**config.mk**
```make
export PLATFORM = sky130hd
export DESIGN_NAME = split_cache_ctrl
export DESIGN_NICKNAME = d
export VERILOG_FILES = /design/src/rtl/ccr_pkg.sv /design/src/rtl/ccr_regs.sv /design/src/rtl/ccr_valid_array.sv /design/src/rtl/split_cache_ctrl.sv
export SDC_FILE = /design/constraint.sdc
export NUM_CORES = 1
export LEC_CHECK = 0
export ABC_AREA = 1
export BUFFER_PORTS_ARGS = -buffer_cell sky130_fd_sc_hd__buf_2
export CORE_ASPECT_RATIO = 1.25
export CORE_UTILIZATION = 39
export DETAILED_ROUTE_END_ITERATION = 10
export PLACE_DENSITY = 0.64
export SYNTH_ARGS = -nofsm -noshare
export SYNTH_HDL_FRONTEND = slang
export SYNTH_SLANG_ARGS = --single-unit
```
**constraint.sdc**
```tcl
create_clock -name clk -period 2.08 [get_ports clk]
set_input_delay 0.104 -clock clk [delete_from_list [all_inputs] [get_ports clk]]
set_output_delay 0.104 -clock clk [all_outputs]
set_load 0.01 [all_outputs]
```
**src/rtl/ccr_pkg.sv**
```systemverilog
package ccr_pkg;

  localparam int CTRL_W   = 32;
  localparam int DC_BASE  = 8;
  localparam int OFS_EN   = 0;
  localparam int OFS_FRZ  = 1;
  localparam int OFS_ONE  = 2;
  localparam int OFS_ALL  = 3;
  localparam int OFS_BRST = 4;
  localparam int BIT_WALC = 13;

  typedef struct packed {
    logic en;
    logic frz;
    logic burst;
  } grp_t;

  function automatic grp_t grp_of(input logic [CTRL_W-1:0] w, input int base);
    grp_t g;
    g.en    = w[base + OFS_EN];
    g.frz   = w[base + OFS_FRZ];
    g.burst = w[base + OFS_BRST];
    return g;
  endfunction

  function automatic logic [CTRL_W-1:0] pack_ctrl(input grp_t ic, input grp_t dc,
                                                   input logic walloc);
    logic [CTRL_W-1:0] w;
    w = '0;
    w[OFS_EN]             = ic.en;
    w[OFS_FRZ]            = ic.frz;
    w[OFS_BRST]           = ic.burst;
    w[DC_BASE + OFS_EN]   = dc.en;
    w[DC_BASE + OFS_FRZ]  = dc.frz;
    w[DC_BASE + OFS_BRST] = dc.burst;
    w[BIT_WALC]           = walloc;
    return w;
  endfunction

endpackage

```
**src/rtl/ccr_regs.sv**
```systemverilog
module ccr_regs
  import ccr_pkg::*;
#(
  parameter int IDX_LSB = 4,
  parameter int IDX_W   = 4
) (
  input  logic              clk,
  input  logic              rst_n,
  input  logic              reg_we,
  input  logic              reg_sel,
  input  logic [CTRL_W-1:0] reg_wdata,
  output logic [CTRL_W-1:0] reg_rdata,
  output grp_t              ic_grp,
  output grp_t              dc_grp,
  output logic              walloc,
  output logic [1:0]        inv_all,
  output logic [1:0]        inv_one,
  output logic [IDX_W-1:0]  inv_idx
);

  logic [CTRL_W-1:0] addr_q;
  logic              ctrl_wr;
  logic              addr_wr;
  logic [1:0]        cmd_all;
  logic [1:0]        cmd_one;

  assign ctrl_wr = reg_we && !reg_sel;
  assign addr_wr = reg_we && reg_sel;
  assign cmd_all = {reg_wdata[DC_BASE + OFS_ALL], reg_wdata[OFS_ALL]};
  assign cmd_one = {reg_wdata[DC_BASE + OFS_ONE], reg_wdata[OFS_ONE]};

  always_ff @(posedge clk or negedge rst_n) begin
    if (!rst_n) begin
      ic_grp  <= '0;
      dc_grp  <= '0;
      walloc  <= 1'b0;
      addr_q  <= '0;
      inv_all <= '0;
      inv_one <= '0;
      inv_idx <= '0;
    end else begin
      inv_all <= ctrl_wr ? cmd_all : 2'b00;
      inv_one <= ctrl_wr ? cmd_one : 2'b00;
      if (ctrl_wr) begin
        ic_grp  <= grp_of(reg_wdata, 0);
        dc_grp  <= grp_of(reg_wdata, DC_BASE);
        walloc  <= reg_wdata[BIT_WALC];
        inv_idx <= addr_q[IDX_LSB +: IDX_W];
      end
      if (addr_wr) addr_q <= reg_wdata;
    end
  end

  assign reg_rdata = reg_sel ? addr_q : pack_ctrl(ic_grp, dc_grp, walloc);

endmodule

```
**src/rtl/ccr_valid_array.sv**
```systemverilog
module ccr_valid_array #(
  parameter int LINES = 16,
  parameter int IDX_W = 4
) (
  input  logic             clk,
  input  logic             rst_n,
  input  logic             inv_all,
  input  logic             inv_one,
  input  logic [IDX_W-1:0] inv_idx,
  input  logic             alloc_req,
  input  logic             alloc_ok,
  input  logic [IDX_W-1:0] alloc_idx,
  output logic [LINES-1:0] valid
);

  logic             alloc_fire;
  logic [LINES-1:0] set_vec;
  logic [LINES-1:0] clr_vec;

  assign alloc_fire = alloc_req && alloc_ok;

  for (genvar i = 0; i < LINES; i++) begin : g_line
    assign set_vec[i] = alloc_fire && (alloc_idx == IDX_W'(i));
    assign clr_vec[i] = inv_all || (inv_one && (inv_idx == IDX_W'(i)));
  end

  always_ff @(posedge clk or negedge rst_n) begin
    if (!rst_n) valid <= '0;
    else        valid <= (valid | set_vec) & ~clr_vec;
  end

endmodule

```
**src/rtl/split_cache_ctrl.sv**
```systemverilog
module split_cache_ctrl
  import ccr_pkg::*;
#(
  parameter int LINES   = 16,
  parameter int IDX_LSB = 4,
  localparam int IDX_W  = $clog2(LINES)
) (
  input  logic             clk,
  input  logic             rst_n,
  input  logic             reg_we,
  input  logic             reg_sel,
  input  logic [31:0]      reg_wdata,
  output logic [31:0]      reg_rdata,
  input  logic             ic_alloc_req,
  input  logic [IDX_W-1:0] ic_alloc_idx,
  input  logic             dc_alloc_req,
  input  logic [IDX_W-1:0] dc_alloc_idx,
  output logic             ic_enable,
  output logic             ic_freeze,
  output logic             ic_burst,
  output logic             dc_enable,
  output logic             dc_freeze,
  output logic             dc_burst,
  output logic             dc_wr_alloc,
  output logic             ic_inv_all,
  output logic             dc_inv_all,
  output logic             ic_inv_one,
  output logic             dc_inv_one,
  output logic [LINES-1:0] ic_valid,
  output logic [LINES-1:0] dc_valid
);

  grp_t             ic_grp;
  grp_t             dc_grp;
  logic             walloc;
  logic [1:0]       inv_all;
  logic [1:0]       inv_one;
  logic [IDX_W-1:0] inv_idx;
  grp_t             grp_v   [2];
  logic             req_v   [2];
  logic [IDX_W-1:0] aidx_v  [2];
  logic [LINES-1:0] valid_v [2];

  ccr_regs #(.IDX_LSB(IDX_LSB), .IDX_W(IDX_W)) u_regs (
    .clk(clk), .rst_n(rst_n), .reg_we(reg_we), .reg_sel(reg_sel),
    .reg_wdata(reg_wdata), .reg_rdata(reg_rdata), .ic_grp(ic_grp),
    .dc_grp(dc_grp), .walloc(walloc), .inv_all(inv_all),
    .inv_one(inv_one), .inv_idx(inv_idx)
  );

  assign grp_v[0]  = ic_grp;
  assign grp_v[1]  = dc_grp;
  assign req_v[0]  = ic_alloc_req;
  assign req_v[1]  = dc_alloc_req;
  assign aidx_v[0] = ic_alloc_idx;
  assign aidx_v[1] = dc_alloc_idx;

  for (genvar c = 0; c < 2; c++) begin : g_cache
    ccr_valid_array #(.LINES(LINES), .IDX_W(IDX_W)) u_valid (
      .clk(clk), .rst_n(rst_n), .inv_all(inv_all[c]), .inv_one(inv_one[c]),
      .inv_idx(inv_idx), .alloc_req(req_v[c]),
      .alloc_ok(grp_v[c].en && !grp_v[c].frz), .alloc_idx(aidx_v[c]),
      .valid(valid_v[c])
    );
  end

  assign ic_enable   = ic_grp.en;
  assign ic_freeze   = ic_grp.frz;
  assign ic_burst    = ic_grp.burst;
  assign dc_enable   = dc_grp.en;
  assign dc_freeze   = dc_grp.frz;
  assign dc_burst    = dc_grp.burst;
  assign dc_wr_alloc = walloc;
  assign ic_inv_all  = inv_all[0];
  assign dc_inv_all  = inv_all[1];
  assign ic_inv_one  = inv_one[0];
  assign dc_inv_one  = inv_one[1];
  assign ic_valid    = valid_v[0];
  assign dc_valid    = valid_v[1];

endmodule

```
### Yosys cells after proc, flatten, opt, wreduce, memory -nomap -nowiden

Index checks and enable logic that the tools add are counted.

| storage, ports and cells | value |
|---|---|
| memory bits (writable) | 0 |
| output and inout bits | 75 |
| latch bits | 0 |
| input port bits | 46 |
| word-level logic and storage cells | 175 |
| register bits | 79 |
| memories | 0 |
| memory bits (read-only) | 0 |

| cells by class | value |
|---|---|
| $add $sub $neg | 0 |
| bitwise operators | 6 |
| reductions and logical operators | 108 |
| multiplexer cells | 3 |
| equality and inequality tests | 45 |
| multipliers | 0 |
| div/mod/pow operators | 0 |
| shift operators | 0 |
| order comparisons | 0 |

Operators with widths:

| cell | number |
|---|---|
| equality test 4 bit, second input constant | 24 |
| logical AND 1 bit | 70 |
| equality test 4 x 3 -> 1 bit, second input constant | 12 |
| bitwise AND 16 bit | 2 |
| logical OR 1 bit | 32 |
| 2-to-1 mux 32 bit | 1 |
| inverter 16 bit | 2 |
| OR 16 bit | 2 |
| equality test 4 x 2 -> 1 bit, second input constant | 6 |
| equality test 4 x 1 -> 1 bit, second input constant | 3 |
| zero test 4 bit | 3 |
| 2-to-1 mux 2 bit | 2 |
| zero test 1 bit | 3 |

### Depth between registers and ports, before layout

| logic depth | value |
|---|---|
| word-level depth | 6 |
| gate-level depth with buffers | 6 |
| gate-level depth less buffers | 5 |

### Hierarchy

From an unflattened synthesis, not the netlist that was laid out.

| second synthesis, totals | value |
|---|---|
| cell total of the unflattened synthesis | 597 |
| area total of the unflattened synthesis | 4108.9 um^2 |

By module, submodules not included:

| module | times used | cells an instance | seq. area each (um^2) | area an instance (um^2) |
|---|---|---|---|---|
| ccr_regs | 1 | 275 | 1176.1 | 2132.0 |
| ccr_valid_array | 2 | 159 | 400.4 | 978.4 |
| split_cache_ctrl | 1 | 4 | 0.0 | 20.0 |

### Least setup slack after synthesis

OpenSTA, ideal clock, no wires.

| path | value |
|---|---|
| kind | register to register |
| from | register u_regs.inv_idx[2] |
| to | register g_cache[0].u_valid.valid[0] |
| cell stages (with the launch flop) | 5 |
| period minus slack after synthesis | 1.089 ns |
| buffers on the path | 0 |
| required time | 1.959 ns |
| library setup time | 0.121 ns |
| setup slack | 0.991 ns |
| arrival | 0.968 ns |
| path through | dfrtp_1 -> nor2_1 -> nand2_1 -> o21ai_0 -> nor2_1 |

| on the way | value |
|---|---|
| cells in the longest elaborated chain, start to end | 5 |

Ends and longest elaborated chain:

| item | RTL line | text |
|---|---|---|
| start: declaration | ccr_regs.sv:18 | `output logic [IDX_W-1:0] inv_idx` |
| start signal: assignment | ccr_regs.sv:48 | `inv_idx <= addr_q[IDX_LSB +: IDX_W];` |
| zero test 4 bit | ccr_valid_array.sv:24 | `assign clr_vec[i] = inv_all \|\| (inv_one && (inv_idx == IDX_W'(i)));` |
| logical AND 1 bit | ccr_valid_array.sv:24 |  |
| logical OR 1 bit | ccr_valid_array.sv:24 |  |
| inverter 16 bit | ccr_valid_array.sv:29 | `else valid <= (valid \| set_vec) & ~clr_vec;` |
| bitwise AND 16 bit | ccr_valid_array.sv:29 |  |
| end signal: assignment | ccr_valid_array.sv:29 |  |
| end: declaration | ccr_valid_array.sv:13 | `output logic [LINES-1:0] valid` |

No other way between the ends.
A chain may end at the register's enable or synchronous reset.

### Worst setup path after layout

| path | value |
|---|---|
| from | register u_regs.inv_idx[2] |
| to | register g_cache[0].u_valid.valid[11] |

| on the way | value |
|---|---|
| cells in the longest elaborated chain, start to end | 5 |

Ends and longest elaborated chain:

| item | RTL line |
|---|---|
| equality test 4 bit | ccr_valid_array.sv:24 |
| logical AND 1 bit | ccr_valid_array.sv:24 |
| logical OR 1 bit | ccr_valid_array.sv:24 |
| inverter 16 bit | ccr_valid_array.sv:29 |
| bitwise AND 16 bit | ccr_valid_array.sv:29 |

No other way between the ends.

==> run_results.csv <==
group,metric,value,unit
route,detail-route-antenna-nets,0,
grt,grt_pass1_wl,15.4,mm
critical_path,reg2reg_setup_slack,0.77,ns
pwr,seq_power_share,42.9,%
logic_synthesis,synth.cell_area,3790,µm²
placed_design,gp_congestion,0.813,
timing,rsz0062_at_grt,"no",
clock_network,cts_root_buf,"clkbuf_16",
timing,layout_min_cycle_time,1.31,ns
critical_path,cp_max_fo,7,
placed_design,io_buffers,120,
critical_path,start_kind,"register",
logic_synthesis,synth_edf_count,0,
clock_network,cts_tree,"yes",
clock_network,cts_made_buffers,9,
route,drt_iter0_drc,103,
clock_network,cts_buffer_depth,2,
floorplan,start_util,40.9,%
route,drt-vias-per-instance,4.65,
logic_synthesis,yosysSeqAreaShare,52.1,%
timing,tightest_slew,0.602,ns
critical_path,path_class,"register to register",
clock_network,hold_buffers,15,
floorplan,die_x,90.2,µm
pwr,leakage,2.88,nW
timing,slew_violations,0,
min_path,hold_end,"u_regs.addr_q[23]$_DFFE_PN0P_",
placed_design,placed_area,4490,µm²
pwr,power,4.20,mW
clock_network,htreeDepth,3,
finish,nets,637,
critical_path,cp-end-kind,"register",
grt,gr-usage-all-layers,19.1,%
route,totalWireLength,9.36,mm
finish,diodes,0,
pwr,power_density,848,nW/µm²
logic_synthesis,synth_top_area_share,52.1,%
pwr,clkPwrFrac,40.4,%
timing,final.period_utilization,62.8,%
timing,final-setup-viol-count,0,
logic_synthesis,synthArstFlopShare,100,%
route,dr.pass1.iters,4,
grt,grt_start_max_net_pins,47,
timing,finClkSkew,0.00851,ns
min_path,hold_depth,2,
finish,design_area,4960,µm²
pwr,peakVddDrop,0.454,mV
finish,fillCellCount,894,
critical_path,worstPathRequired,2.30,ns
floorplan,die_h,112,µm
clock_network,clk_pin_slew,0.06,ns
logic_synthesis,synthCells,459,
grt,grt_remaining_overflow,0,
logic_synthesis,ys.flop_type,"dfrtp_1",
placed_design,dpl.hpwl,6.76,mm
logic_synthesis,synthTopCellsByCount,"106 x nand2_1, 79 x dfrtp_1, 72 x inv_1, 59 x nor2_1, 37 x o21ai_0",
floorplan,rows,39,
pwr,p_comb_share,16.7,%
finish,area.growth.synth_to_final,30.6,%
finish,drive_gt1_share,26.5,%
timing,setup_slack,0.775,ns
clock_network,clk_latency,0.34,ns
critical_path,reg2reg_to,"g_cache[0].u_valid.valid[11]$_DFF_PN0_",
logic_synthesis,yosys.area.top_type,"dfrtp_1",
floorplan,num_io_pins,121,
timing,fmax,766,MHz
critical_path,cp.arrival,1.53,ns
min_path,min_from,"reg_wdata[23]",
clock_network,ctsResizeCount,0,
route,avgRoutedWirePerCell,13.0,µm
pwr,switching_share,27.4,%
floorplan,core_area,9270,µm²
route,vias,3346,
floorplan,fp.dieArea,10100,µm²
logic_synthesis,synth_seq_cells,79,
pwr,power.internal,3.05,mW
logic_synthesis,synth.net_count,505,
clock_network,clock_sinks,79,
logic_synthesis,netlist_top_cells_area,"dfrtp_1 52%, nand2_1 10%, inv_1 7.1%",
route,drt_drc_violations_left,0,
critical_path,r2r_cells,4,
logic_synthesis,synth_area_per_cell,8.27,µm²
run_status,outcome,"finished clean",
timing,relSlewSlack,59.9,%
min_path,hold_class,"primary input to register",
placed_design,pre_cts_slack,0.766,ns
logic_synthesis,synth_warnings,0,
grt,antenna_found_initial,0,
pwr,p_switching,1.15,mW
grt,grt_pass1_vias,3253,
timing,fin_setup_tns,0,ns
logic_synthesis,post-synth-top-count-cell,"nand2_1",
critical_path,r2r_start,"u_regs.inv_idx[2]$_DFFE_PN0P_",
timing,hold_viol,0,
clock_network,post_cts_buffers,0,
job,cap_violations,0,
logic_synthesis,yosysUniqueCellTypes,20,
[metrics by stage]
step           hold slack, ns  std cells  utilization, %
2_1_floorplan          -0.192        459               -
3_3_place_gp            0.142        688            48.4
3_5_place_dp            0.153        688            48.4
4_1_cts              0.000660        719            53.5
5_1_grt               0.00679        719            53.5
6_report              0.00569        719            53.5
[how the worst max path moves through the flow]
stage	startpoint	end	slack [ns]	cells after the start
2_1_floorplan	u_regs.inv_idx[2]$_DFFE_PN0P_	g_cache[0].u_valid.valid[0]$_DFF_PN0_	0.99	4
3_3_place_gp	u_regs.inv_idx[3]$_DFFE_PN0P_	g_cache[1].u_valid.valid[11]$_DFF_PN0_	0.81	5
3_5_place_dp	u_regs.inv_idx[3]$_DFFE_PN0P_	g_cache[0].u_valid.valid[11]$_DFF_PN0_	0.77	5
4_1_cts	u_regs.inv_idx[3]$_DFFE_PN0P_	g_cache[0].u_valid.valid[11]$_DFF_PN0_	0.75	5
5_1_grt	u_regs.inv_idx[1]$_DFFE_PN0P_	g_cache[1].u_valid.valid[14]$_DFF_PN0_	0.61	5
6_report	u_regs.inv_idx[2]$_DFFE_PN0P_	g_cache[0].u_valid.valid[11]$_DFF_PN0_	0.77	4
[registers in the layout, summed over array words and instances (netlist names)]
register,count
u_regs.walloc,1
u_regs.inv_all,2
u_regs.addr_q,32
u_regs.dc_grp,3
u_regs.ic_grp,3
u_regs.inv_idx,4
u_regs.inv_one,2
g_cache.u_valid.valid,32
[cell type report]
type	count	area, µm²	share of cell area, %
Inverter	73	274	5.53
Clock inverter	6	92.6	1.87
Tap cell	123	154	3.10
Clock buffer	10	229	4.62
Sequential cell	79	1980	39.9
Multi-Input combinational cell	291	1450	29.3
Timing Repair Buffer	137	781	15.7
[power by group through the flow]
stage | registers [mW] | clock network [mW] | logic (mW)
final | 1.81 | 1.70 | 0.701
after detailed placement | 1.83 | 0 | 0.685
after CTS | 1.81 | 1.74 | 0.708
after floorplan | 1.83 | 0 | 0.392
after global placement | 1.82 | 0 | 0.670
after global routing | 1.83 | 1.81 | 0.790
[cell families (layout without fill, tap and decap cells)]
logic type             count (synthesis)  after routing  share of synthesized area, %
multiplexers                          18             18                          6.33
flip-flops                            79             79                          52.1
AND/OR/NAND/NOR                      203            203                          22.7
buffers and inverters                 89            226                          9.69
AO/OA/AOI/OAI                         70             70                          9.23
[placed cells by master, fill, tap and decap left out, types with 12 or more instances in the layout]
cell type      synthesis  final
nand3b_1              12     12
nand2_1              106    106
dfrtp_1               79     79
o21ai_0               37     37
buf_2                  6    119
nor2_1                59     59
a21oi_1               33     33
dlygate4sd3_1          0     15
inv_1                 72     72
nand3_1               22     22
[critical path, cell delays in order (launching register included)]
cell and delay (ns):
dfrtp_1 0.42, nor2_1 0.36, nand2_1 0.16, o21ai_0 0.19
nor2_1 0.07
[metal layers]
layer  share of wire (%)  track usage, %
met2                  49            32.5
met5                   0               0
met4                 1.1            7.42
met3                 5.3            4.00
met1                  45            23.7
(Power assumes the default switching activity.)
